### src/rtl/sra_pkg.sv
// Shared types for the serial audio receiver.
package sra_pkg;

    // Justification field of the format code (bits 1:0).
    typedef enum logic [1:0] {
        JUST_I2S  = 2'b00,
        JUST_MSB  = 2'b01,
        JUST_LSB  = 2'b10,
        JUST_RSVD = 2'b11
    } just_e;

    // Full format code: bit 2 selects the long word length.
    typedef struct packed {
        logic  long_word;
        just_e just;
    } fmt_t;

endpackage

### src/rtl/sra_edge_sync.sv
// Brings W asynchronous lines into the clk domain through a STAGES-deep
// flop chain and flags rising and falling edges of each synchronised line.
// Assumes every line holds each level for at least two clk cycles.
module sra_edge_sync #(
    parameter int W      = 3,
    parameter int STAGES = 2
) (
    input  logic         clk,
    input  logic         rst_n,
    input  logic [W-1:0] async_i,
    output logic [W-1:0] level_o,
    output logic [W-1:0] rise_o,
    output logic [W-1:0] fall_o
);
    logic [W-1:0] chain [STAGES];
    logic [W-1:0] prev_q;

    // Shift the raw lines through the synchroniser chain and keep the last level.
    always_ff @(posedge clk) begin
        if (!rst_n) begin
            for (int i = 0; i < STAGES; i++) chain[i] <= '0;
            prev_q <= '0;
        end else begin
            chain[0] <= async_i;
            for (int i = 1; i < STAGES; i++) chain[i] <= chain[i-1];
            prev_q <= chain[STAGES-1];
        end
    end

    assign level_o = chain[STAGES-1];

    // Per-line edge flags.
    for (genvar g = 0; g < W; g++) begin : g_edge
        assign rise_o[g] = level_o[g] & ~prev_q[g];
        assign fall_o[g] = ~level_o[g] & prev_q[g];
    end
endmodule

### src/rtl/sra_word_capture.sv
// Assembles serial bits into left and right words for the selected framing.
// A slot counter restarts at each word-clock edge; the justification decides
// which slots enter the shifter. Assumes bit strobes and word-clock edges never
// land in the same cycle (the word clock moves on falling bit-clock edges).
module sra_word_capture
    import sra_pkg::*;
#(
    parameter int WORD_W    = 18,
    parameter int SHORT_W   = 16,
    parameter int MAX_SLOTS = 64
) (
    input  logic              clk,
    input  logic              rst_n,
    input  fmt_t              fmt,
    input  logic              bit_stb,
    input  logic              bit_val,
    input  logic              lr_rise,
    input  logic              lr_fall,
    output logic [WORD_W-1:0] left_o,
    output logic [WORD_W-1:0] right_o,
    output logic              valid_o
);
    localparam int CNT_W = $clog2(MAX_SLOTS + 1);
    localparam logic [CNT_W-1:0] LONG_LEN  = CNT_W'(WORD_W);
    localparam logic [CNT_W-1:0] SHORT_LEN = CNT_W'(SHORT_W);
    localparam logic [CNT_W-1:0] SLOT_MAX  = CNT_W'(MAX_SLOTS);
    localparam int PAD_W = WORD_W - SHORT_W;

    logic [WORD_W-1:0] acc_q;
    logic [CNT_W-1:0]  slot_q;
    logic [CNT_W-1:0]  word_len;
    logic              take_bit;
    logic              lr_edge;
    logic              to_left, to_right;
    logic [WORD_W-1:0] aligned;

    assign word_len = fmt.long_word ? LONG_LEN : SHORT_LEN;
    assign lr_edge  = lr_rise | lr_fall;

    // Decide whether the current slot belongs to the word.
    always_comb begin
        unique case (fmt.just)
            JUST_MSB: take_bit = (slot_q < word_len);
            JUST_LSB: take_bit = 1'b1;
            default:  take_bit = (slot_q != '0) && (slot_q <= word_len);
        endcase
    end

    // Route the word-clock edge to the channel it closes.
    always_comb begin
        if (fmt.just == JUST_MSB || fmt.just == JUST_LSB) begin
            to_left  = lr_fall;
            to_right = lr_rise;
        end else begin
            to_left  = lr_rise;
            to_right = lr_fall;
        end
    end

    // Left-align the collected bits into the output width.
    assign aligned = fmt.long_word ? acc_q
                                   : {acc_q[SHORT_W-1:0], {PAD_W{1'b0}}};

    // Slot counter and shifter.
    always_ff @(posedge clk) begin
        if (!rst_n) begin
            acc_q  <= '0;
            slot_q <= '0;
        end else if (lr_edge) begin
            slot_q <= '0;
        end else if (bit_stb) begin
            if (take_bit) acc_q <= {acc_q[WORD_W-2:0], bit_val};
            if (slot_q != SLOT_MAX) slot_q <= slot_q + 1'b1;
        end
    end

    // Output word registers and frame strobe.
    always_ff @(posedge clk) begin
        if (!rst_n) begin
            left_o  <= '0;
            right_o <= '0;
            valid_o <= 1'b0;
        end else begin
            valid_o <= to_right;
            if (to_left)  left_o  <= aligned;
            if (to_right) right_o <= aligned;
        end
    end
endmodule

### src/rtl/sra_lr_monitor.sv
// Counts master clock cycles between rising word-clock edges and flags
// intervals outside NOMINAL +/- TOL, or a word clock that has stopped.
// The first rising edge after reset only arms the measurement.
module sra_lr_monitor #(
    parameter int NOMINAL = 256,
    parameter int TOL     = 10
) (
    input  logic clk,
    input  logic rst_n,
    input  logic lr_rise,
    output logic fail_o
);
    localparam int HI = NOMINAL + TOL;
    localparam int LO = NOMINAL - TOL;
    localparam int CW = $clog2(HI + 3);
    localparam logic [CW-1:0] HI_V  = CW'(HI);
    localparam logic [CW-1:0] LO_V  = CW'(LO);
    localparam logic [CW-1:0] SAT_V = CW'(HI + 1);

    logic [CW-1:0] cnt_q;
    logic [CW-1:0] period;
    logic          armed_q;

    assign period = cnt_q + 1'b1;

    // Measure each interval and update the flag.
    always_ff @(posedge clk) begin
        if (!rst_n) begin
            cnt_q   <= '0;
            armed_q <= 1'b0;
            fail_o  <= 1'b0;
        end else if (lr_rise) begin
            cnt_q   <= '0;
            armed_q <= 1'b1;
            if (armed_q) fail_o <= (period < LO_V) || (period > HI_V);
        end else begin
            if (cnt_q != SAT_V) cnt_q <= cnt_q + 1'b1;
            if (armed_q && cnt_q >= HI_V) fail_o <= 1'b1;
        end
    end
endmodule

### src/rtl/serial_audio_rx.sv
// Top of the serial audio receiver: synchronises the serial pins into the
// master clock domain, assembles stereo words and monitors word-clock timing.
// Assumes fmt_code is static while data flows and the bit clock holds each
// level for at least two mclk cycles.
module serial_audio_rx
    import sra_pkg::*;
#(
    parameter int WORD_W      = 18,
    parameter int SHORT_W     = 16,
    parameter int SYNC_STAGES = 2,
    parameter int MAX_SLOTS   = 64,
    parameter int LR_NOMINAL  = 256,
    parameter int LR_TOL      = 10
) (
    input  logic              mclk,
    input  logic              rst_n,
    input  logic [2:0]        fmt_code,
    input  logic              bck,
    input  logic              lrck,
    input  logic              din,
    output logic [WORD_W-1:0] left_word,
    output logic [WORD_W-1:0] right_word,
    output logic              frame_valid,
    output logic              sync_fail
);
    localparam int IDX_BCK = 0;
    localparam int IDX_LR  = 1;
    localparam int IDX_DIN = 2;
    localparam int NLINES  = 3;

    logic [NLINES-1:0] lvl, rise, fall;
    logic              bit_stb, bit_val, lr_rise, lr_fall;
    fmt_t              fmt;

    assign fmt = fmt_t'(fmt_code);

    sra_edge_sync #(.W(NLINES), .STAGES(SYNC_STAGES)) u_sync (
        .clk     (mclk),
        .rst_n   (rst_n),
        .async_i ({din, lrck, bck}),
        .level_o (lvl),
        .rise_o  (rise),
        .fall_o  (fall)
    );

    assign bit_stb = rise[IDX_BCK];
    assign bit_val = lvl[IDX_DIN];
    assign lr_rise = rise[IDX_LR];
    assign lr_fall = fall[IDX_LR];

    sra_word_capture #(.WORD_W(WORD_W), .SHORT_W(SHORT_W), .MAX_SLOTS(MAX_SLOTS)) u_cap (
        .clk     (mclk),
        .rst_n   (rst_n),
        .fmt     (fmt),
        .bit_stb (bit_stb),
        .bit_val (bit_val),
        .lr_rise (lr_rise),
        .lr_fall (lr_fall),
        .left_o  (left_word),
        .right_o (right_word),
        .valid_o (frame_valid)
    );

    sra_lr_monitor #(.NOMINAL(LR_NOMINAL), .TOL(LR_TOL)) u_mon (
        .clk     (mclk),
        .rst_n   (rst_n),
        .lr_rise (lr_rise),
        .fail_o  (sync_fail)
    );
endmodule

### config.mk
export PLATFORM = sky130hd
export DESIGN_NAME = serial_audio_rx
export DESIGN_NICKNAME = d
export VERILOG_FILES = /design/src/rtl/sra_pkg.sv /design/src/rtl/sra_edge_sync.sv /design/src/rtl/sra_word_capture.sv /design/src/rtl/sra_lr_monitor.sv /design/src/rtl/serial_audio_rx.sv
export SDC_FILE = /design/constraint.sdc
export NUM_CORES = 1
export LEC_CHECK = 0
export ABC_CLOCK_PERIOD_IN_PS = 2400
export BUFFER_PORTS_ARGS = -buffer_cell sky130_fd_sc_hd__clkbuf_2
export CORE_MARGIN = 10
export CORE_UTILIZATION = 50
export DETAILED_ROUTE_END_ITERATION = 10
export HOLD_SLACK_MARGIN = 0.12
export PLACE_DENSITY = 0.71
export SLEW_MARGIN = 10
export SYNTH_ARGS = -nofsm -noshare
export SYNTH_HDL_FRONTEND = slang
export SYNTH_SLANG_ARGS = --single-unit
### constraint.sdc
create_clock -name mclk -period 2.4 [get_ports mclk]
set_clock_uncertainty 0.2 [all_clocks]
set_input_delay 0.48 -clock mclk [delete_from_list [all_inputs] [get_ports mclk]]
set_output_delay 0.48 -clock mclk [all_outputs]
set_load 0.02 [all_outputs]
### After elaboration in Yosys (flattened, before gate mapping)

Memory sizes are Yosys's and may differ from the RTL's.
Cells that the tools add are included.

* flip-flop bits (word level): 75
* RAM bits: 6
* input port bits: 8
* output and inout bits: 38
* logic and storage cells: 56
* memories kept: 1

* add/sub/neg operators: 2
* magnitude comparators: 5
* eq/ne operators: 5
* muxes and demuxes: 12
* bitwise logic cells: 11
* reductions and logical operators: 11

Memory list
* u_sync.chain: depth 2, bits a word 3, read ports 2, clocked after memory_dff 0, write ports 2, RTL line sra_edge_sync.sv:15 `logic [W-1:0] chain [STAGES];`

Operators by type and width (number)
* $mux W18: 1
* $add A9 B1 Y9 const B: 1
* $ge A9 B9 Y1 const B: 1
* $gt A9 B9 Y1 const B: 1
* $lt A9 B8 Y1 const B: 1
* $ne A9 B9 Y1 const B: 1
* $add A7 B1 Y7 const B: 1
* $le A7 B7 Y1: 1
* $lt A7 B7 Y1: 1
* $mux W1: 7
* $ne A7 B7 Y1 const B: 1
* $reduce_bool A7 Y1: 1
* $mux W3: 2
* $not A1 Y1: 5
* $reduce_and A2 Y1: 2
* $reduce_or A2 Y1: 2
* $and A1 B1 Y1: 3
* $or A1 B1 Y1: 3
* $reduce_and A3 Y1: 1
* $eq A2 B1 Y1 const B: 1
* $eq A2 B2 Y1 const B: 1
* $logic_and A1 B1 Y1: 2
* $logic_or A1 B1 Y1: 2
* $mux W2: 1
* 3 further kinds: 3

### Longest topological paths before layout

An unclocked memory read counts as a cell.

* depth in word-level cells: 6
* gate-level depth with buffers: 9
* mapped depth without buffers: 7

### Cells and area by module

Synthesis repeated with hierarchy kept, for this count alone.

* cells, all modules: 370
* area, all modules: 3597.2 sq um

By module, submodules not included
* sra_word_capture: instances 1, cells each 265, area each 2607.5 sq um, sequential area each 1241.2 sq um
* sra_lr_monitor: instances 1, cells each 78, area each 693.2 sq um, sequential area each 220.2 sq um
* sra_edge_sync: instances 1, cells each 27, area each 296.5 sq um, sequential area each 180.2 sq um

### Least setup slack after synthesis

No wires, ideal clock.

* path kind: in2reg
* start: input port fmt_code[2]
* end: register u_cap.acc_q[10]
* setup time: 0.121 ns
* data arrival time: 1.748 ns
* data required time: 2.079 ns
* setup slack: 0.331 ns
* stages: 8
* path through: ha_1 -> nor2b_1 -> o211a_1 -> o211ai_1 -> a21oi_1 -> buf_4 -> buf_4 -> mux2i_1

* cells in the longest elaborated chain, start to end: 5
* elaborated cells on any way between the ends: 6

RTL lines
* from (decl): RTL line serial_audio_rx.sv:17 `input logic [2:0] fmt_code,`
* $mux W2 *: RTL line sra_word_capture.sv:37 `assign word_len = fmt.long_word ? LONG_LEN : SHORT_LEN;`
* $le A7 B7 Y1: RTL line sra_word_capture.sv:45 `default: take_bit = (slot_q != '0) && (slot_q <= word_len);`
* $logic_and A1 B1 Y1: RTL line sra_word_capture.sv:45
* $pmux W1 S2 *: RTL line sra_word_capture.sv:42 `unique case (fmt.just)`
* $reduce_and A3 Y1 (no line) *
* to (signal assigned): RTL line sra_word_capture.sv:72 `if (take_bit) acc_q <= {acc_q[WORD_W-2:0], bit_val};`
* to (decl): RTL line sra_word_capture.sv:29 `logic [WORD_W-1:0] acc_q;`

Mark *: on every way between the ends. The rest lies on a longest branch, timed or not.
A chain may end at the register's enable or synchronous reset.

### Final worst setup path

* start: register u_cap.slot_q[1]
* end: register u_cap.acc_q[17]

* cells in the longest elaborated chain, start to end: 4
* elaborated cells on any way between the ends: 6

RTL lines
* from (decl): RTL line sra_word_capture.sv:30 `logic [CNT_W-1:0] slot_q;`
* from (signal assigned): RTL line sra_word_capture.sv:73 `if (slot_q != SLOT_MAX) slot_q <= slot_q + 1'b1;`
* $le A7 B7 Y1 or $reduce_bool A7 Y1 (tied branches): RTL line sra_word_capture.sv:45
* $logic_and A1 B1 Y1: RTL line sra_word_capture.sv:45
* $pmux W1 S2 *: RTL line sra_word_capture.sv:42
* $reduce_and A3 Y1 (no line) *

Marks and branches as above.

==> metrics.txt <==
DRC violation total after the first TritonRoute iteration ~140; number of cells in the design after placement 485; Worst R2R Path Depth 8; global-route wire length before repair 11800 um; Worst Setup Path Type flip-flop to flip-flop; proportion of layout cells with a drive suffix above 1 0.182; Crit path largest cell delay 0.36 ns; endpoint of the worst-slack reg-to-reg timing path u_cap.acc_q[17]; Hold Path Depth 2; time the worst path needs with I/O delays and setup 2.00 ns; Max rail drop VDD between 400 and 500 uV; Post-layout nets 419; antenna violations before repair 0; Die ar. 10700 sq um; post-synth design cell area 3480 sq um; largest net degree at the start of global routing 68; library cell used as clock root buffer sky130_fd_sc_hd__clkbuf_8; hold path startpoint bck; final worst-path cycle share 0.834; cell types with the highest counts after synthesis sky130_fd_sc_hd__dfxtp_1 (81), sky130_fd_sc_hd__nand2_1 (56), sky130_fd_sc_hd__mux2i_1 (35); vertical extent of the die 103 um; Synth Register Bits 81; number of vias per cell between 5 and 6; Clk pin slew, worst setup/hold paths around 0.080 ns; number of maximum-capacitance constraint violations 0; distinct cell type count after synthesis 43; drt drc 0; Ys Warns 0; final routed wire length divided by cell count 14.0 um; post-CTS setup buffers 0; cts bufs inserted 9; Worst EP required 2.48 ns; Crit-path slowest cell sky130_fd_sc_hd__dfxtp_1; total overflow reported by the global router 0; portion of synthesized cell area occupied by the leading cell type 0.465; largest area contributor in the netlist sky130_fd_sc_hd__dfxtp_1; # setup viols final 0; fillers between 500 and 600; number of global-route vias before repair 2552; power per standard cell area 648 nW/um^2; chip width 103 um; end point of the worst hold path u_sync.chain[0][0]; sequence of cells on the critical path inv_1 > ha_1 > nor2b_1 > o211a_1 > o211ai_1 > a21oi_2 > buf_4 > mux2i_1; area added between synthesis and finish 15.2%; endpoint kind of the worst setup timing path flip-flop; level count of the clock H-tree 3; number of enable flip-flop cells after synthesis 0; Register-to-Register Setup Slack 0.40 ns; source-to-sink clock delay at the later pin of the worst-skew pair 0.35 ns; share of synthesized area occupied by flip-flops and latches 0.465; starting utilization of the core area 0.513; via count about 2600; Pleak 1.99 nW; RSZ-0062 raised after global routing false; Overall Global Routing Usage 0.138; highest net fanout along the worst path 18; number of optimization iterations in the first detailed-route pass 4; final setup TNS 0 ns; sum of routed wire length over all layers 7050 um; Synthesized Nets between 300 and 400; cell with the most instances after synthesis sky130_fd_sc_hd__dfxtp_1; cell types with the largest area share after synthesis sky130_fd_sc_hd__dfxtp_1 (47%), sky130_fd_sc_hd__mux2i_1 (10%), sky130_fd_sc_hd__o211a_1 (9.8%), sky130_fd_sc_hd__nand2_1 (6.0%), sky130_fd_sc_hd__ha_1 (3.2%); post-route insts no fill 503; Highest Clock Rate 0.500 GHz; number of cells produced by synthesis 358; final antenna-violating net count 0; classification of the worst-slack hold path input pin to flip-flop; row count 30; core region area 6790 sq um; result of the run completed; placer congestion estimate 0.837; maximum clock path buffer count 2; Worst Path Arrival 2.08 ns; flip-flop cell with the highest count after synthesis sky130_fd_sc_hd__dfxtp_1; Worst Max-Slew Pin Slew 0.386 ns; Avg Synthesized Cell Area approximately 10 sq um; Max-Slew Margin vs Limit 0.739; DP Wirelength a little under 5000 um; count of buffers from port buffering between 40 and 50; Critical Path Source Type flip-flop; ANT cells 0; number of top-level pins 46; total count of max-transition violations in the final report 0; clock tree from TritonCTS done; number of hold violations in the final report 0; launch point of the worst reg-to-reg path u_cap.slot_q[1]; Synth async-reset ratio 0; number of clock sinks 81
-- placed cells by master, fill, tap and decap left out, types with 2 or more instances in the layout --
cell type and instances:
sky130_fd_sc_hd__dfxtp_1 81, sky130_fd_sc_hd__nand2_1 56, sky130_fd_sc_hd__clkbuf_2 45, sky130_fd_sc_hd__mux2i_1 35
sky130_fd_sc_hd__o211a_1 34, sky130_fd_sc_hd__nor2_1 22, sky130_fd_sc_hd__and2_1 15, sky130_fd_sc_hd__inv_1 12
sky130_fd_sc_hd__clkbuf_8 11, sky130_fd_sc_hd__ha_1 9, sky130_fd_sc_hd__nand3_1 8, sky130_fd_sc_hd__o21ai_0 8
sky130_fd_sc_hd__xor2_1 7, sky130_fd_sc_hd__xnor2_1 6, sky130_fd_sc_hd__buf_4 6, sky130_fd_sc_hd__nand2b_1 5
sky130_fd_sc_hd__nand4_1 4, sky130_fd_sc_hd__nor2b_1 3, sky130_fd_sc_hd__a21oi_1 3, sky130_fd_sc_hd__o21a_1 3
sky130_fd_sc_hd__mux2_2 2, sky130_fd_sc_hd__and4_1 2, sky130_fd_sc_hd__and3_1 2, sky130_fd_sc_hd__clkinvlp_4 2
sky130_fd_sc_hd__dlygate4sd3_1 2
-- layout make-up --
type	count	area, sq um	area share
Tap cell	96	120	0.0299
Clock inverter	5	37.5	0.00935
Timing Repair Buffer	54	310	0.0773
Sequential cell	81	1620	0.404
Multi-Input combinational cell	244	1730	0.431
Inverter	12	45.0	0.0112
Clock buffer	11	151	0.0377
-- worst max path at each step --
stage | from | endpoint | cells after the start
floorplan | fmt_code[2] | u_cap.acc_q[10] | 8
global placement | fmt_code[2] | u_cap.acc_q[13] | 8
detailed placement | fmt_code[0] | u_cap.right_o[11] | 6
CTS | u_cap.slot_q[1] | u_cap.acc_q[17] | 8
global route | u_cap.slot_q[1] | u_cap.acc_q[10] | 8
finish | u_cap.slot_q[1] | u_cap.acc_q[17] | 8
-- kinds of logic (layout without fill, tap and decap cells) --
kind of cell / after synthesis / count (layout) / share of synthesized area
simple gates: 124 / 124 / 0.172
flops: 81 / 81 / 0.465
mux: 37 / 37 / 0.107
buf+inv: 33 / 82 / 0.0395
compound gates: 61 / 61 / 0.151
fa+ha+maj: 9 / 9 / 0.0323
xor+xnor: 13 / 13 / 0.0327
-- sequential cells by signal, summed over array words and instances, names as in the netlist, 2 cells and up --
signal and count:
u_sync.chain 6, u_cap.right_o 18, u_cap.acc_q 18, u_mon.cnt_q 9, u_cap.left_o 18, u_sync.prev_q 2, u_cap.slot_q 7
-- power by group --
part	internal (mW)	leakage, nW	switching, mW
logic	0.0951	1.24	0.147
clock network	0.436	0.0919	0.518
registers	1.38	0.657	0.0231
-- routing by layer --
layer / GRT usage / part of all wire
met1: 0.177 / 0.50
met2: 0.208 / 0.44
met3: 0.0505 / 0.054
met4: 0.0471 / 0.0089
met5: 0 / 0
-- what timing repair did --
item / CTS / global route
endpoints found under the hold margin: 2 / 0
hold buffers: 2 / 0
resized for setup: 0 / 0
-- worst max-delay path, delay by kind of cell (launching register included) --
kind,cells,cell delay (ns)
buf+inv,2,0.38
mux,1,0.23
fa+ha+maj,1,0.26
flops,1,0.36
compound gates,3,0.36
simple gates,1,0.13
-- per-stage QoR --
stage	hold WS [ns]	util	setup WS (ns)	instance area [sq um]	total power, mW
after floorplan	0.212	-	0.331	3480	1.60
after global placement	0.213	0.560	0.262	3810	1.68
after detailed placement	0.231	0.560	0.230	3810	1.68
after global routing	0.138	0.591	0.201	4020	2.71
after CTS	0.128	0.591	0.377	4020	2.62
final	0.139	0.591	0.399	4020	2.60
Power figures use the tool's default switching activity.
